File: src/rtl/rxcg_pkg.sv
package rxcg_pkg;

  localparam int CG_W   = 5;
  localparam int WIN_W  = 2 * CG_W;
  localparam int NIB_W  = 4;
  // ones ahead of the first zero in the start code-group
  localparam int J_LEAD = 2;

  localparam logic [CG_W-1:0] CG_IDLE = 5'b11111;
  localparam logic [CG_W-1:0] CG_SD1  = 5'b11000;
  localparam logic [CG_W-1:0] CG_SD2  = 5'b10001;
  localparam logic [CG_W-1:0] CG_ED1  = 5'b01101;
  localparam logic [CG_W-1:0] CG_ED2  = 5'b00111;

  localparam logic [NIB_W-1:0] NIB_PRE = 4'b0101;
  localparam logic [NIB_W-1:0] NIB_BAD = 4'b1110;

  typedef enum logic [2:0] {
    ST_HUNT,
    ST_SSD1,
    ST_SSD2,
    ST_KPEND,
    ST_PKT,
    ST_FALSE
  } cg_state_e;

  // returns {valid, nibble}
  function automatic logic [NIB_W:0] cg_decode(input logic [CG_W-1:0] cg);
    logic [NIB_W:0] r;
    case (cg)
      5'b11110: r = 5'b1_0000;
      5'b01001: r = 5'b1_0001;
      5'b10100: r = 5'b1_0010;
      5'b10101: r = 5'b1_0011;
      5'b01010: r = 5'b1_0100;
      5'b01011: r = 5'b1_0101;
      5'b01110: r = 5'b1_0110;
      5'b01111: r = 5'b1_0111;
      5'b10010: r = 5'b1_1000;
      5'b10011: r = 5'b1_1001;
      5'b10110: r = 5'b1_1010;
      5'b10111: r = 5'b1_1011;
      5'b11010: r = 5'b1_1100;
      5'b11011: r = 5'b1_1101;
      5'b11100: r = 5'b1_1110;
      5'b11101: r = 5'b1_1111;
      default:  r = 5'b0_0000;
    endcase
    return r;
  endfunction

endpackage

File: src/rtl/rxcg_shift.sv
module rxcg_shift #(
  parameter int WIN_W = 10
) (
  input  logic             clk,
  input  logic             rst_n,
  input  logic             bit_en,
  input  logic             bit_in,
  output logic [WIN_W-1:0] win
);

  logic [WIN_W-2:0] hist_q;

  // newest bit sits at the LSB; the window includes the bit being accepted now
  assign win = {hist_q, bit_in};

  always_ff @(posedge clk or negedge rst_n) begin
    if (!rst_n) begin
      hist_q <= '0;
    end else if (bit_en) begin
      hist_q <= win[WIN_W-2:0];
    end
  end

endmodule

File: src/rtl/rxcg_fsm.sv
module rxcg_fsm
  import rxcg_pkg::*;
#(
  parameter int ARM_ONES = 2 * CG_W
) (
  input  logic             clk,
  input  logic             rst_n,
  input  logic             bit_en,
  input  logic             bit_in,
  input  logic [WIN_W-1:0] win,
  output logic             nib_stb,
  output logic [NIB_W-1:0] rxd,
  output logic             rx_dv,
  output logic             rx_er,
  output logic             crs,
  output logic             fc_evt
);

  localparam int RUN_W = $clog2(ARM_ONES + 1);
  localparam int PH_W  = $clog2(CG_W);
  localparam logic [RUN_W-1:0] RUN_MAX    = RUN_W'(ARM_ONES);
  localparam logic [PH_W-1:0]  PH_LAST    = PH_W'(CG_W - 1);
  localparam logic [PH_W-1:0]  PH_AFTER_Z = PH_W'(J_LEAD + 1);

  cg_state_e        st_q, st_d;
  logic [PH_W-1:0]  ph_q, ph_d;
  logic [RUN_W-1:0] run_q, run_d;
  logic             stb_q, stb_d;
  logic [NIB_W-1:0] nib_q, nib_d;
  logic             dv_q, dv_d;
  logic             er_q, er_d;
  logic             crs_q, crs_d;
  logic             grp_done;
  logic [NIB_W:0]   dec;
  logic             is_sd, is_ed, is_ii;

  assign dec   = cg_decode(win[WIN_W-1 -: CG_W]);
  assign is_sd = (win == {CG_SD1, CG_SD2});
  assign is_ed = (win == {CG_ED1, CG_ED2});
  assign is_ii = (win == {CG_IDLE, CG_IDLE});

  always_comb begin
    st_d     = st_q;
    ph_d     = ph_q;
    run_d    = run_q;
    stb_d    = 1'b0;
    nib_d    = nib_q;
    dv_d     = dv_q;
    er_d     = er_q;
    crs_d    = crs_q;
    fc_evt   = 1'b0;
    grp_done = 1'b0;

    if (bit_en) begin
      if (st_q == ST_HUNT) begin
        if (bit_in) begin
          if (run_q != RUN_MAX) run_d = run_q + 1'b1;
        end else begin
          run_d = '0;
          if (run_q == RUN_MAX) begin
            st_d = ST_SSD1;
            ph_d = PH_AFTER_Z;
          end
        end
      end else if (ph_q == PH_LAST) begin
        ph_d     = '0;
        grp_done = 1'b1;
      end else begin
        ph_d = ph_q + 1'b1;
      end
    end

    if (grp_done) begin
      case (st_q)
        ST_SSD1: st_d = ST_SSD2;
        ST_SSD2: begin
          stb_d = 1'b1;
          crs_d = 1'b1;
          if (is_sd) begin
            nib_d = NIB_PRE;
            dv_d  = 1'b1;
            er_d  = 1'b0;
            st_d  = ST_KPEND;
          end else begin
            nib_d  = NIB_BAD;
            dv_d   = 1'b0;
            er_d   = 1'b1;
            fc_evt = 1'b1;
            st_d   = ST_FALSE;
          end
        end
        ST_KPEND: begin
          stb_d = 1'b1;
          nib_d = NIB_PRE;
          dv_d  = 1'b1;
          er_d  = 1'b0;
          crs_d = 1'b1;
          st_d  = ST_PKT;
        end
        ST_PKT: begin
          stb_d = 1'b1;
          if (is_ed || is_ii) begin
            nib_d = '0;
            dv_d  = 1'b0;
            er_d  = 1'b0;
            crs_d = 1'b0;
            st_d  = ST_HUNT;
          end else begin
            nib_d = dec[NIB_W] ? dec[NIB_W-1:0] : NIB_BAD;
            dv_d  = 1'b1;
            er_d  = ~dec[NIB_W];
            crs_d = 1'b1;
          end
        end
        ST_FALSE: begin
          stb_d = 1'b1;
          if (is_ii) begin
            nib_d = '0;
            er_d  = 1'b0;
            crs_d = 1'b0;
            st_d  = ST_HUNT;
          end else begin
            nib_d = NIB_BAD;
            er_d  = 1'b1;
            crs_d = 1'b1;
          end
          dv_d = 1'b0;
        end
        default: st_d = ST_HUNT;
      endcase
    end
  end

  always_ff @(posedge clk or negedge rst_n) begin
    if (!rst_n) begin
      st_q  <= ST_HUNT;
      ph_q  <= '0;
      run_q <= '0;
      stb_q <= 1'b0;
      nib_q <= '0;
      dv_q  <= 1'b0;
      er_q  <= 1'b0;
      crs_q <= 1'b0;
    end else begin
      st_q  <= st_d;
      ph_q  <= ph_d;
      run_q <= run_d;
      stb_q <= stb_d;
      nib_q <= nib_d;
      dv_q  <= dv_d;
      er_q  <= er_d;
      crs_q <= crs_d;
    end
  end

  assign nib_stb = stb_q;
  assign rxd     = nib_q;
  assign rx_dv   = dv_q;
  assign rx_er   = er_q;
  assign crs     = crs_q;

endmodule

File: src/rtl/rxcg_fccnt.sv
module rxcg_fccnt #(
  parameter int W = 16
) (
  input  logic         clk,
  input  logic         rst_n,
  input  logic         inc,
  output logic [W-1:0] cnt
);

  localparam logic [W-1:0] CNT_MAX = {W{1'b1}};

  logic [W-1:0] cnt_q, cnt_d;

  always_comb begin
    cnt_d = cnt_q;
    if (inc && (cnt_q != CNT_MAX)) cnt_d = cnt_q + 1'b1;
  end

  always_ff @(posedge clk or negedge rst_n) begin
    if (!rst_n) cnt_q <= '0;
    else        cnt_q <= cnt_d;
  end

  assign cnt = cnt_q;

endmodule

File: src/rtl/rxcg_decoder.sv
module rxcg_decoder
  import rxcg_pkg::*;
#(
  parameter int CNT_W = 16
) (
  input  logic             clk,
  input  logic             rst_n,
  input  logic             bit_en,
  input  logic             bit_in,
  output logic             nib_stb,
  output logic [NIB_W-1:0] rxd,
  output logic             rx_dv,
  output logic             rx_er,
  output logic             crs,
  output logic [CNT_W-1:0] fc_cnt
);

  logic [1:0]       rst_sync_q;
  logic             rst_int_n;
  logic [WIN_W-1:0] win;
  logic             fc_evt;

  // asynchronous assertion, synchronous release
  always_ff @(posedge clk or negedge rst_n) begin
    if (!rst_n) rst_sync_q <= '0;
    else        rst_sync_q <= {rst_sync_q[0], 1'b1};
  end
  assign rst_int_n = rst_sync_q[1];

  rxcg_shift #(.WIN_W(WIN_W)) shift_i (
    .clk    (clk),
    .rst_n  (rst_int_n),
    .bit_en (bit_en),
    .bit_in (bit_in),
    .win    (win)
  );

  rxcg_fsm #(.ARM_ONES(2 * CG_W)) fsm_i (
    .clk     (clk),
    .rst_n   (rst_int_n),
    .bit_en  (bit_en),
    .bit_in  (bit_in),
    .win     (win),
    .nib_stb (nib_stb),
    .rxd     (rxd),
    .rx_dv   (rx_dv),
    .rx_er   (rx_er),
    .crs     (crs),
    .fc_evt  (fc_evt)
  );

  rxcg_fccnt #(.W(CNT_W)) cnt_i (
    .clk   (clk),
    .rst_n (rst_int_n),
    .inc   (fc_evt),
    .cnt   (fc_cnt)
  );

endmodule

File: config.mk
export PLATFORM = sky130hd
export DESIGN_NAME = rxcg_decoder
export DESIGN_NICKNAME = d
export VERILOG_FILES = /design/src/rtl/rxcg_pkg.sv /design/src/rtl/rxcg_shift.sv /design/src/rtl/rxcg_fsm.sv /design/src/rtl/rxcg_fccnt.sv /design/src/rtl/rxcg_decoder.sv
export SDC_FILE = /design/constraint.sdc
export NUM_CORES = 1
export LEC_CHECK = 0
export BUFFER_PORTS_ARGS = -buffer_cell sky130_fd_sc_hd__buf_2
export CAP_MARGIN = 20
export CORE_MARGIN = 3
export CORE_UTILIZATION = 56
export CTS_CLUSTER_DIAMETER = 120
export CTS_CLUSTER_SIZE = 28
export DETAILED_ROUTE_END_ITERATION = 16
export PLACE_DENSITY = 0.87
export SYNTH_ARGS = -nofsm -noshare
export SYNTH_HDL_FRONTEND = slang
export SYNTH_HIERARCHICAL = 1
export SYNTH_SLANG_ARGS = --single-unit
File: constraint.sdc
create_clock -name clk -period 1.5 [get_ports clk]
set_input_delay 0 -clock clk [delete_from_list [all_inputs] [get_ports clk]]
set_output_delay 0 -clock clk [all_outputs]
set_load 0.1 [all_outputs]
==> impl_metrics.yaml <==
synthesis:
  synth_edf_count: 0
  postSynth.asyncResetShare: 1.00
  synthFlopType: "dfrtp_1"
  ys_types: 63
  synth_most_common_cell: "dfrtp_1"
  synth_top_family_by_area: "simple AND/OR/NAND/NOR gates"
  synth_area_leaders: "dfrtp_1 43%, mux2_4 5.2%, ha_1 4.3%"
  yosysWarnings: 6
  synthAdderAreaFrac: 0.0435
  syn_area_per_cell_um2: 10.8
  yosys.area_share.xor_xnor: 0.0270
  ys_seq_area_frac: 0.435
  synth.largest_area_cell: "dfrtp_1"
  synthesis.area_um2: 2590
  yosys-mux-area-fraction: 0.0642
  syn-num-nets: 254
  synth_simple_gate_area_frac: 0.233
  synth-seq-cells: 45
  synth_compound_area_frac: 0.167
  synthCells: 241
  synth_top_cell_area_share: 0.435
  synthTopCellsByCount: "45 x dfrtp_1, 22 x nand2_1, 12 x a21oi_1"
cts:
  htree_levels: 2
  path_clk_slew_ns: 0.09
  cts.sinks: 45
  cts_buffers: 5
  cts_buffer_depth: 2
  clk_latency_ns: 0.30
  clockRootBuffer: "clkbuf_8"
  tritoncts: "built"
route:
  drt_iter0_drc: 370
  drt_pass1_iterations: 5
  wl_per_cell_um: 25.2
  dr_total_vias: 2771
  routed_wl_mm: 10.1
  drc: 0
  viasPerCell: 6.93
  drtAntennaViolNets: 0
critical_path:
  cpMostUsedCell: "a31oi_1"
  cp-start-kind: "register"
  arrival_ns: 2.49
  critPathKind: "register to register"
  slowest_stage: "dfrtp_2"
  path_cells: "inv_2, ha_4, nor4b_4, nand4b_1, nand3_2, nor2_4, buf_4, and3_4, and4_4, a31oi_1, a31oi_1"
  critPathMaxFanout: 3
  crit_path_max_incr_delay_ns: 0.38
  crit_required_ns: 1.68
  worstSetupEndpointType: "register"
sta:
  layout_min_cycle_time_ns: 2.31
  max_freq_mhz: 433
  rsz0062_at_grt: "true"
  finalSetupViolations: 31
  clock_skew_ns: 0.00641
  worst_pin_slew_ns: 0.514
  max_slew_margin: 0.659
  report.final.slew_viol_count: 0
  worst_slack_ns: -0.809
  hold_viol: 0
  hold_slack_ns: 0.158
  post-route-period-util: 1.54
pwr:
  powerDensity_nw_per_um2: 1860
  p_leak_uw: 0.00177
  finalPower_uw: 7220
  peakVddDrop_uv: 1230
floorplan:
  die_h_um: 74.0
  ios: 28
  die_w_um: 74.0
  initial_utilization: 0.587
  core_area_um2: 4410
  die_area_um2: 5480
  num_rows: 24
placement:
  dp_hpwl_mm: 4.70
  gp_congestion: 0.910
  postPlaceCellArea_um2: 3220
  io_buffer_count: 27
grt:
  overflow: 0
  grt_start_max_net_pins: 28
  grt_pass1_vias: 2553
  grt_pass1_wl_mm: 13.2
  track_usage: 0.317
  antenna_found_initial: 1
final_layout:
  syn_to_final_growth_pct: 50.0
  fillCellCount: 177
  final_nets: 359
  drive_gt1_frac: 0.588
  finish.instance_area_um2: 3890
min_path:
  min_path_type: "input port to register"
job:
  max_cap_violations: 0
status:
  outcome: "finished, violations left"
  violations: "setup timing"
==> power by group <==
| group | switching (uW) | total (uW) | internal (uW) | leakage [uW] |
|---|---|---|---|---|
| sequential | 287 | 1830 | 1540 | 0.000536 |
| combinational | 2730 | 4530 | 1800 | 0.00118 |
| clock | 448 | 866 | 418 | 0.0000542 |
| total | 3460 | 7220 | 3760 | 0.00177 |
==> per-layer routing <==
| metal | wire length, um | track usage | share of wire | vias to the layer above |
|---|---|---|---|---|
| li1 | - | - | - | 1117 |
| met5 | 0 | 0 | 0 | - |
| met2 | 4690 | 0.497 | 0.46 | 260 |
| met4 | 714 | 0.167 | 0.071 | 0 |
| met3 | 979 | 0.0703 | 0.097 | 79 |
| met1 | 3710 | 0.410 | 0.37 | 1315 |
==> cells in the final DEF (no fill, tap or decap), types with 5 or more instances in the layout <==
master	Yosys	layout
a21oi_1	12	7
a31oi_1	9	9
buf_2	0	27
buf_4	2	60
buf_6	2	13
clkbuf_8	0	7
dfrtp_1	45	25
dfrtp_4	0	16
inv_1	7	5
mux2_4	9	10
nand2_1	22	15
nand3_2	0	6
nand4_1	11	11
nor2_1	11	7
o21a_1	6	6
o21ai_1	1	5
o22a_1	6	6
xnor2_1	6	5
==> final timing paths <==
path,from,to,slack [ns],cells past startpoint
worst max-delay path,shift_i/hist_q[6]$_DFFE_PN0P_,cnt_i/cnt[7]$_DFFE_PN0P_,-0.81,11
worst min-delay path,bit_in,fsm_i/run_q[0]$_DFFE_PN0P_,0.16,4
worst max register to register,shift_i/hist_q[6]$_DFFE_PN0P_,cnt_i/cnt[7]$_DFFE_PN0P_,-0.81,11
worst min register to register,rst_sync_q[1]$_DFF_PN0_,shift_i/hist_q[2]$_DFFE_PN0P_,0.22,1
max in group asynchronous,rst_n,rst_sync_q[1]$_DFF_PN0_,0.83,3
min in group asynchronous,rst_sync_q[1]$_DFF_PN0_,shift_i/hist_q[2]$_DFFE_PN0P_,0.22,1
==> per-stage QoR <==
step / std cells / setup slack, ns / utilization / setup TNS, ns
2_1_floorplan: 241 / -0.480 / - / -6.22
3_3_place_gp: 365 / -0.389 / 0.730 / -6.78
3_5_place_dp: 365 / -0.560 / 0.730 / -9.91
4_1_cts: 386 / -0.519 / 0.815 / -9.68
5_1_grt: 400 / -0.898 / 0.880 / -16.46
6_report: 400 / -0.809 / 0.880 / -14.34
==> critical path: cells and delay by family, from the launching register on <==
kind / cells / cell delay, ns
AND/OR/NAND/NOR: 6 / 1.04
AO/OA/AOI/OAI: 2 / 0.41
flip-flops: 1 / 0.38
buffers and inverters: 2 / 0.19
adder cells (fa/ha/maj): 1 / 0.16
==> kinds of logic (layout without fill, tap and decap cells) <==
group,count (synthesis),in the layout
and+or+nand+nor,91,91
AOI/OAI and AO/OA,61,61
DFF,45,45
buffers and inverters,14,120
muxes,12,12
adders and majority gates,9,9
xor gates and xnor gates,8,8
other,1,2
==> flip-flops by register name (all words and copies together), names as in the netlist <==
name / cells
fsm_i/run_q: 4
fsm_i/nib_stb: 1
fsm_i/rx_er: 1
fsm_i/rxd: 4
fsm_i/ph_q: 3
fsm_i/rx_dv: 1
rst_sync_q: 2
fsm_i/crs: 1
shift_i/hist_q: 9
cnt_i/cnt: 16
fsm_i/st_q: 3
==> layout make-up <==
class,count,area (um2),area share
Inverter,9,33.8,0.00869
Tap cell,52,65.1,0.0167
Timing Repair Buffer,103,772,0.199
Sequential cell,45,1190,0.307
Multi-Input combinational cell,182,1720,0.443
Antenna cell,1,2.50,0.000644
Clock buffer,7,96.3,0.0248
Clock inverter,1,5.00,0.00129
==> what timing repair did <==
item,in CTS,in global routing
hold endpoints to repair,2,0
setup buffers,17,19
pin swaps,32,34
hold buffers,2,0
resized for setup,38,37
endpoints found under the setup margin,30,34
Note: power is estimated with default switching activity, not from simulation.
